--- config.mk ---
export PLATFORM = sky130hd
export DESIGN_NAME = poison_word_store
export DESIGN_NICKNAME = d
export VERILOG_FILES = /design/src/rtl/poison_pkg.sv /design/src/rtl/secded_enc.sv /design/src/rtl/secded_dec.sv /design/src/rtl/word_array.sv /design/src/rtl/poison_word_store.sv
export SDC_FILE = /design/constraint.sdc
export NUM_CORES = 1
export LEC_CHECK = 0
export ABC_AREA = 1
export CELL_PAD_IN_SITES_DETAIL_PLACEMENT = 0
export CELL_PAD_IN_SITES_GLOBAL_PLACEMENT = 2
export CORE_UTILIZATION = 30
export DETAILED_ROUTE_END_ITERATION = 6
export DONT_BUFFER_PORTS = 1
export PLACE_DENSITY = 0.65
export SETUP_SLACK_MARGIN = 0.4
export SYNTH_ARGS = -nofsm -noshare
export SYNTH_HDL_FRONTEND = slang
export SYNTH_HIERARCHICAL = 1
export SYNTH_SLANG_ARGS = --single-unit
--- constraint.sdc ---
create_clock -name clk -period 7.7 [get_ports clk]
set_input_delay 0.77 -clock clk [delete_from_list [all_inputs] [get_ports clk]]
set_output_delay 0.77 -clock clk [all_outputs]
set_load 0.1 [all_outputs]
--- src/rtl/poison_pkg.sv ---
package poison_pkg;

   typedef enum logic [1:0] {
      EK_CLEAN  = 2'd0,
      EK_SINGLE = 2'd1,
      EK_MULTI  = 2'd2,
      EK_POISON = 2'd3
   } ecc_kind_e;

   // Number of Hamming check bits for a given data width.
   function automatic int unsigned hamming_bits(input int unsigned dw);
      int unsigned p;
      p = 1;
      while ((32'd1 << p) < dw + p + 1) p++;
      return p;
   endfunction

   // Codeword position (1-based) of data bit i: i-th non-power-of-two from 3.
   function automatic int unsigned data_pos(input int unsigned i);
      int unsigned r;
      int unsigned cnt;
      r = 0;
      cnt = 0;
      for (int unsigned q = 3; q < 1024; q++) begin
         if (r == 0 && (q & (q - 1)) != 0) begin
            if (cnt == i) r = q;
            cnt++;
         end
      end
      return r;
   endfunction

endpackage

--- src/rtl/secded_enc.sv ---
module secded_enc import poison_pkg::*; #(
   parameter int unsigned DATA_W = 32
) (
   input  logic [DATA_W-1:0]                 data_i,
   output logic [hamming_bits(DATA_W):0]     chk_o
);
   localparam int unsigned P = hamming_bits(DATA_W);

   for (genvar j = 0; j < P; j++) begin : g_col
      logic [DATA_W-1:0] taps;
      for (genvar i = 0; i < DATA_W; i++) begin : g_bit
         localparam int unsigned POS = data_pos(i);
         if (((POS >> j) & 1) != 0) begin : g_on
            assign taps[i] = data_i[i];
         end else begin : g_off
            assign taps[i] = 1'b0;
         end
      end
      assign chk_o[j] = ^taps;
   end

   assign chk_o[P] = (^data_i) ^ (^chk_o[P-1:0]);
endmodule

--- src/rtl/secded_dec.sv ---
module secded_dec import poison_pkg::*; #(
   parameter int unsigned DATA_W = 32
) (
   input  logic [DATA_W-1:0]             data_i,
   input  logic [hamming_bits(DATA_W):0] chk_i,
   output ecc_kind_e                     kind_o,
   output logic [DATA_W-1:0]             data_o
);
   localparam int unsigned P = hamming_bits(DATA_W);
   localparam int unsigned LAST_POS = DATA_W + P;

   logic [P:0]        recalc;
   logic [P-1:0]      syn;
   logic              par;
   logic [DATA_W-1:0] fix;

   secded_enc #(.DATA_W(DATA_W)) u_enc (.data_i(data_i), .chk_o(recalc));

   assign syn = recalc[P-1:0] ^ chk_i[P-1:0];
   assign par = (^data_i) ^ (^chk_i);

   for (genvar i = 0; i < DATA_W; i++) begin : g_fix
      localparam int unsigned POS = data_pos(i);
      localparam logic [P-1:0] POSV = POS[P-1:0];
      assign fix[i] = par && (syn == POSV);
   end

   always_comb begin
      if (par && (&syn))                         kind_o = EK_POISON;
      else if (par && (32'(syn) <= LAST_POS))    kind_o = EK_SINGLE;
      else if (par)                              kind_o = EK_MULTI;
      else if (syn != '0)                        kind_o = EK_MULTI;
      else                                       kind_o = EK_CLEAN;
   end

   assign data_o = data_i ^ ((kind_o == EK_SINGLE) ? fix : '0);
endmodule

--- src/rtl/word_array.sv ---
module word_array #(
   parameter int unsigned WIDTH = 39,
   parameter int unsigned DEPTH = 16
) (
   input  logic                     clk,
   input  logic                     rst_n,
   input  logic                     we,
   input  logic [$clog2(DEPTH)-1:0] addr,
   input  logic [WIDTH-1:0]         wdata,
   output logic [WIDTH-1:0]         rdata
);
   logic [WIDTH-1:0] mem [DEPTH];

   always_ff @(posedge clk) begin
      if (!rst_n) begin
         for (int k = 0; k < DEPTH; k++) mem[k] <= '0;
      end else if (we) begin
         mem[addr] <= wdata;
      end
   end

   assign rdata = mem[addr];
endmodule

--- src/rtl/poison_word_store.sv ---
module poison_word_store import poison_pkg::*; #(
   parameter int unsigned DATA_W = 32,
   parameter int unsigned DEPTH  = 16
) (
   input  logic                               clk,
   input  logic                               rst_n,
   input  logic                               req_valid,
   input  logic                               req_write,
   input  logic [$clog2(DEPTH)-1:0]           req_addr,
   input  logic [DATA_W/8-1:0]                req_be,
   input  logic [DATA_W-1:0]                  req_wdata,
   input  logic                               req_priv,
   input  logic [DATA_W+hamming_bits(DATA_W):0] inj_flip,
   output logic                               rsp_valid,
   output logic [DATA_W-1:0]                  rsp_rdata,
   output logic                               rsp_poison,
   output logic                               err_recov,
   output logic                               err_fatal,
   output logic [$clog2(DEPTH)-1:0]           err_addr,
   output logic                               svc_pulse
);
   localparam int unsigned P     = hamming_bits(DATA_W);
   localparam int unsigned CHK_W = P + 1;
   localparam int unsigned CW    = DATA_W + CHK_W;
   localparam int unsigned NB    = DATA_W / 8;
   localparam logic [CHK_W-1:0] POISON_MASK = {((P % 2) == 0), {P{1'b1}}};

   // elaboration checks
   if (DATA_W < 8 || (DATA_W % 8) != 0) begin : g_bad_width
      $error("DATA_W must be a nonzero multiple of 8");
   end
   if (((32'd1 << P) - 1) <= DATA_W + P) begin : g_bad_marker
      $error("all-ones syndrome collides with a codeword position");
   end
   if (DEPTH < 2) begin : g_bad_depth
      $error("DEPTH must be at least 2");
   end

   logic [CW-1:0]     rd_cw;
   logic [CW-1:0]     wr_cw;
   ecc_kind_e         kind;
   logic [DATA_W-1:0] fixed;
   logic [DATA_W-1:0] merged;
   logic [DATA_W-1:0] wr_data;
   logic [CHK_W-1:0]  wr_chk;
   logic              wr_en;
   logic              poison_keep;
   logic              poison_new;
   logic              rd_req;
   logic              full;

   word_array #(.WIDTH(CW), .DEPTH(DEPTH)) u_array (
      .clk   (clk),
      .rst_n (rst_n),
      .we    (wr_en),
      .addr  (req_addr),
      .wdata (wr_cw),
      .rdata (rd_cw)
   );

   secded_dec #(.DATA_W(DATA_W)) u_dec (
      .data_i (rd_cw[DATA_W-1:0]),
      .chk_i  (rd_cw[CW-1:DATA_W]),
      .kind_o (kind),
      .data_o (fixed)
   );

   for (genvar b = 0; b < NB; b++) begin : g_lane
      assign merged[8*b +: 8] = req_be[b] ? req_wdata[8*b +: 8] : fixed[8*b +: 8];
   end

   assign rd_req = req_valid && !req_write;
   assign full   = &req_be;

   always_comb begin
      wr_en       = 1'b0;
      wr_data     = merged;
      poison_keep = 1'b0;
      poison_new  = 1'b0;
      if (req_valid && req_write) begin
         wr_en = 1'b1;
         if (!full && kind == EK_MULTI) begin
            poison_keep = 1'b1;
            poison_new  = 1'b1;
         end else if (!full && kind == EK_POISON) begin
            poison_keep = 1'b1;
         end
      end else if (rd_req) begin
         if (kind == EK_SINGLE) begin
            wr_en   = 1'b1;
            wr_data = fixed;
         end else if (kind == EK_MULTI) begin
            wr_en       = 1'b1;
            wr_data     = rd_cw[DATA_W-1:0];
            poison_keep = 1'b1;
            poison_new  = 1'b1;
         end
      end
   end

   secded_enc #(.DATA_W(DATA_W)) u_enc (.data_i(wr_data), .chk_o(wr_chk));

   assign wr_cw = {wr_chk ^ (poison_keep ? POISON_MASK : '0), wr_data}
                ^ ((req_valid && req_write) ? inj_flip : '0);

   always_ff @(posedge clk) begin
      if (!rst_n) begin
         rsp_valid  <= 1'b0;
         rsp_rdata  <= '0;
         rsp_poison <= 1'b0;
         err_recov  <= 1'b0;
         err_fatal  <= 1'b0;
         err_addr   <= '0;
         svc_pulse  <= 1'b0;
      end else begin
         rsp_valid  <= rd_req;
         rsp_poison <= rd_req && (kind == EK_MULTI || kind == EK_POISON);
         rsp_rdata  <= (rd_req && (kind == EK_CLEAN || kind == EK_SINGLE)) ? fixed : '0;
         err_recov  <= rd_req && kind == EK_POISON && !req_priv;
         err_fatal  <= rd_req && kind == EK_POISON && req_priv;
         if (rd_req && kind == EK_POISON) err_addr <= req_addr;
         svc_pulse  <= poison_new;
      end
   end

   // writes never produce a response
   assert_no_rsp_on_write_R1: assert property (@(posedge clk) disable iff (!rst_n)
      (req_valid && req_write) |=> !rsp_valid);
   // poisoned responses carry no data
   assert_poison_zero_data_R3: assert property (@(posedge clk) disable iff (!rst_n)
      rsp_poison |-> (rsp_rdata == '0 && rsp_valid));
   // a poisoned response without an error is a fresh detection and notifies
   assert_fresh_detect_notifies_R4: assert property (@(posedge clk) disable iff (!rst_n)
      (rsp_poison && !err_recov && !err_fatal) |-> svc_pulse);
   // consuming an already-poisoned word never notifies
   assert_consume_quiet_R4: assert property (@(posedge clk) disable iff (!rst_n)
      (err_recov || err_fatal) |-> !svc_pulse);
   // scoped error only for ordinary requesters
   assert_recov_unpriv_R5: assert property (@(posedge clk) disable iff (!rst_n)
      err_recov |-> (!$past(req_priv) && rsp_poison && !err_fatal));
   // fatal error only for privileged requesters
   assert_fatal_priv_R6: assert property (@(posedge clk) disable iff (!rst_n)
      err_fatal |-> ($past(req_priv) && rsp_poison));
endmodule

==> metrics.txt, run 1 <==
Die Span Y=357 microns; warnings from Yosys=6; detailed-router iteration count before antenna repair=6; total design power=17.6 mW; clk buf depth=3; # hold bufs at CTS=0; Hold Vio Cnt, Final=0; failing checks=slew limit; Arr. time, crit path=7870 ps; Ports=125; Place WS=-72.4 ps; Skew-Pair Late Insertion Delay=710 ps; DP Area=0.0420 sq mm; TritonCTS clock tree=yes; Hold Path Stages=1; Worst Path Required=8140 ps; GRT Overall Usage=23.9%; core area=0.124 sq mm; first-pass GRT wire length=219 mm; Synth Instances=5166; status=complete, but fails checks; Initial Util=30.4%; post-route ant nets=0; Max Slew Vio Count=159; Max Cap Viol=0; largest net degree at the start of global routing=317; most frequent cells in the layout=nand2_1 (2600), nor2_1 (749), edfxtp_1 (624), inv_1 (280), buf_4 (277); hold_ws=182 ps; RSZ-0062 raised after global routing=false; syn_area_per_cell=7.31 sq um; most common cell after layout, fill and taps aside=nand2_1; register clock-pin slew on the reported worst setup and hold paths=50 ps; # rows=129; min-delay worst type=input port to flop; ANT cells=0; CP endpoint kind=flop; cell mode on critical path=nand2_1; Layout Utilization=36.9%; WL per Instance=22.1 microns; Clock Skews=52.1 ps; CP max-delay cell=nor4_4; worst vdd ir=0.710 mV; layout cell share with drive strength beyond 1=13.4%; clock sinks=665; Final HPWL DP=96.1 mm; vias per inst=4.74; vias in the first global route=31300; Startpoint Class=input port; Max Freq=0.135 GHz; Min Clock Period, post-route=7430 ps; detailed-route via count=33400; Worst Max-Slew Pin Slew=1900 ps; critical path's largest stage delay=290 ps; initial DRC count=2601; CTS Buf Count=84; Tcrit/Tclk final=96.5%; full die area=0.127 sq mm; Lkg Pwr=21.7 nW; Setup violations, final=0; worst relative slew slack=-26.7%; power per cell area=384 mW/mm^2; die width=357 microns; Net Count, Synth=5255; DRC violations left=0; clock tree root buffer cell=clkbuf_16; final worst slack=269 ps; P&R area growth vs syn=21.6%; input/output buffers=0; gr ovfl total=0; R2R depth=57; initial antenna violation count=0; critical-path maximum fanout=317; Final GP Congestion=0.850; mapped cell area=0.0378 sq mm; nets=5431; CP Class=input port to flop; # fillers=13100; Routed WL=156 mm; H-tree levels=3; finished layout cell area=0.0459 sq mm
state kept, by name, summed over array words and instances, names as in the netlist:
| signal | flops |
|---|---|
| rsp_rdata | 32 |
| svc_pulse | 1 |
| err_fatal | 1 |
| err_recov | 1 |
| rsp_poison | 1 |
| rsp_valid | 1 |
| u_array/mem | 624 |
| err_addr | 4 |
final cells by class:
type	count	area (sq um)	share of cell area [%]
multi-input combinational	3911	16400	35.8
timing repair inverter	1	30.0	0.0654
clock buffer	102	2200	4.79
clock inverter	56	517	1.13
inverter	314	1220	2.67
timing repair buffer	365	3910	8.52
tap	1637	2050	4.46
sequential	665	19600	42.6
final timing paths:
path,end,start,slack [ps]
worst min register to register,err_addr[3],err_addr[3],940
worst min-delay path,err_recov,req_priv,180
worst max register to register,u_array/mem[14][38],u_array/mem[11][18],1470
worst max-delay path,u_array/mem[14][38],req_addr[0],270
per-layer routing:
layer	up-vias	wire [microns]	part of all wire (%)	GRT usage [%]
li1	16400	-	-	-
met1	16100	72400	46	32.9
met2	792	72400	46	39.0
met3	178	7380	4.7	3.65
met4	0	3880	2.5	6.67
met5	-	0	0	0
where the power goes:
group / internal [mW] / total (mW) / switching, mW / leakage, nW
registers: 4.20 / 4.44 / 0.248 / 6.77
logic: 3.42 / 9.23 / 5.81 / 13.6
clock network: 2.28 / 3.95 / 1.67 / 1.34
total: 9.90 / 17.6 / 7.73 / 21.7
metrics by stage:
step	TNS [ps]	std cells
after floorplan	0	5166
after global placement	-862	6861
after detailed placement	-928	6861
after CTS	0	7019
after global routing	0	7051
final	0	7051
worst max-delay path, delay by kind of cell:
kind                     cells  cell delay (ps)
AO/OA/AOI/OAI                1              120
XOR/XNOR                     3              550
adder cells (fa/ha/maj)      1              180
buffers and inverters       19             2400
AND/OR/NAND/NOR             35             2970
timing repair:
| action | CTS | global route |
|---|---|---|
| gates resized for setup | 0 | 181 |
| setup endpoints to repair | 0 | 112 |
| setup buffers | 0 | 15 |
No activity file was read; power rests on OpenSTA's default activity.
==> inputs of run 2 (changes only) <==
- PLACE_DENSITY: 0.65 -> default
- PLACE_DENSITY_LB_ADDON: default -> 0.15
==> run 2 against run 1 <==
Fmax up 2.8%. Clock power fell by 4%. Hold slack better by 8.3 ps. Largest cell class unchanged. First-iteration DRC count grew 9.9%. Utilization is 0.72 points lower. The flow still finishes with violations (slew limit).
==> metrics.txt, run 2 (synthesis gave the netlist of run 1 again) <==
status=complete, but fails checks; failing checks=slew limit; filler-free cell count of the finished design=6985 (-0.94%); core area=0.124 sq mm (unchanged); Ports=125 (unchanged); Final GP Congestion=0.848 (-0.25%); CTS Buf Count=80 (-4.8%); vias in the first global route=31700 (+1.3%); DRC violations left=0 (unchanged); Setup violations, final=0 (unchanged); M1 WL=74.4 mm (+2.8%); WL met2=72.2 mm (-0.26%); Worst Path Required=8080 ps (-60 ps); Final HPWL DP=96.3 mm (+0.15%); input/output buffers=0 (unchanged); critical-path maximum fanout=317 (unchanged); Hold Path Stages=1 (unchanged); top sig layer=met4; detailed-router iteration count before antenna repair=5 (-1); Arr. time, crit path=7610 ps (-260 ps); Hold Vio Cnt, Final=0 (unchanged); Clock Skews=40.0 ps (-12.1 ps); Biggest register=u_array/mem; Layout Utilization=36.2% (-0.72 points); worst vdd ir=0.851 mV (+20%); Die Span Y=357 microns (unchanged); DR WL met3=6.67 mm (-9.7%); Worst Max-Slew Pin Slew=1510 ps (-393 ps); GRT Overall Usage=24.0% (+0.094 points); Routed WL=156 mm (+0.24%); P&R area growth vs syn=19.2%; full die area=0.127 sq mm (unchanged); clock tree root buffer cell=clkbuf_16; Max Freq=0.138 GHz (+2.8%); CP endpoint kind=flop; vias per inst=4.77 (+0.81%); die width=357 microns (unchanged); cell mode on critical path=nand2_1; initial DRC count=2858 (+9.9%); # hold bufs at CTS=0 (unchanged); Max Slew Vio Count=12 (-92%); Min Clock Period, post-route=7230 ps (-202 ps); clock sinks=665 (unchanged); CP max-delay cell=clkinv_16; critical path's largest stage delay=340 ps (+50 ps); final worst slack=471 ps (+202 ps); gr ovfl total=0 (unchanged); Place WS=-50.1 ps (+22.3 ps); Initial Util=30.4% (unchanged); ANT cells=0 (unchanged); min-delay worst type=input port to flop; most frequent cells in the layout=nand2_1 (2619), nor2_1 (756), edfxtp_1 (624), inv_1 (283), buf_4 (233); post-route ant nets=0 (unchanged); Startpoint Class=input port; RSZ-0062 raised after global routing=true; Max Cap Viol=0 (unchanged); detailed-route via count=33300 (-0.14%); largest net degree at the start of global routing=317 (unchanged); Placed Instances=6818 (-0.63%); Largest register FFs=624 (unchanged); # fillers=13100 (+0.48%); TritonCTS clock tree=yes; Lkg Pwr=21.3 nW (-2.1%); nets=5374 (-1.0%); Tcrit/Tclk final=93.9% (-2.6 points); WL per Instance=22.4 microns (+1.2%); power per cell area=374 mW/mm^2 (-2.6%); initial antenna violation count=1 (+1); most common cell after layout, fill and taps aside=nand2_1; worst relative slew slack=-0.474% (+26 points); CP Class=input port to flop; layout cell share with drive strength beyond 1=11.5% (-1.9 points); Largest regs=u_array/mem: 624 flops, rsp_rdata: 32 flops, err_addr: 4 flops; first-pass GRT wire length=222 mm (+1.5%); Skew-Pair Late Insertion Delay=670 ps (-40 ps); # rows=129 (unchanged); R2R depth=53 (-7.0%); register clock-pin slew on the reported worst setup and hold paths=60 ps (about the same); H-tree levels=3 (unchanged); clk buf depth=3 (unchanged)
-- run 2: through the flow --
step	instance area (sq um)	setup TNS, ps	total power [mW]	hold slack, ps
finish	45000	0	16.8	190
global route	45000	0	18.0	157
detailed placement	41500	-600	13.0	855
global placement	41500	-1080	13.0	850
floorplan	37800	0	9.17	849
CTS	44100	0	16.8	145
-- run 2: what timing repair did --
action | in CTS | in global routing
buffers inserted | 0 | 10
endpoints found under the setup margin | 0 | 112
resized for setup | 0 | 147
-- run 2: worst paths after layout --
check	from	end	slack, ps
max	req_addr[0]	u_array/mem[6][38]	470
min	req_priv	err_recov	190
max reg2reg	u_array/mem[5][21]	u_array/mem[6][38]	1410
min reg2reg	err_addr[0]	err_addr[0]	930
-- run 2: power breakdown --
group	internal [mW]	leakage (nW)	switching [mW]
sequential	4.20	6.77	0.247
combinational	3.02	13.3	5.60
clock	2.19	1.24	1.59
total	9.41	21.3	7.43
-- run 2: routing by layer --
metal / global-route usage, % / up-vias
met5: 0 / -
met4: 4.82 / 0
met3: 2.33 / 151
met2: 39.5 / 790
met1: 34.3 / 16200
li1: - / 16200
-- run 2: layout make-up --
type / instances / area (sq um) / area share, %
well taps: 1637 / 2050 / 4.55
clock buffers: 100 / 2120 / 4.71
repair buffers: 312 / 3400 / 7.56
clock inverters: 45 / 445 / 0.989
flip-flops and latches: 665 / 19600 / 43.4
multi-input cells: 3911 / 16200 / 36.0
inverters: 314 / 1210 / 2.69
repair inverters: 1 / 30.0 / 0.0667
-- run 2: worst max-delay path, delay by kind of cell --
kind	cells	cell delay, ps
buffers and inverters	20	2370
AND/OR/NAND/NOR	38	3000
XOR/XNOR	2	320
AO/OA/AOI/OAI	1	200
adder cells (fa/ha/maj)	1	180
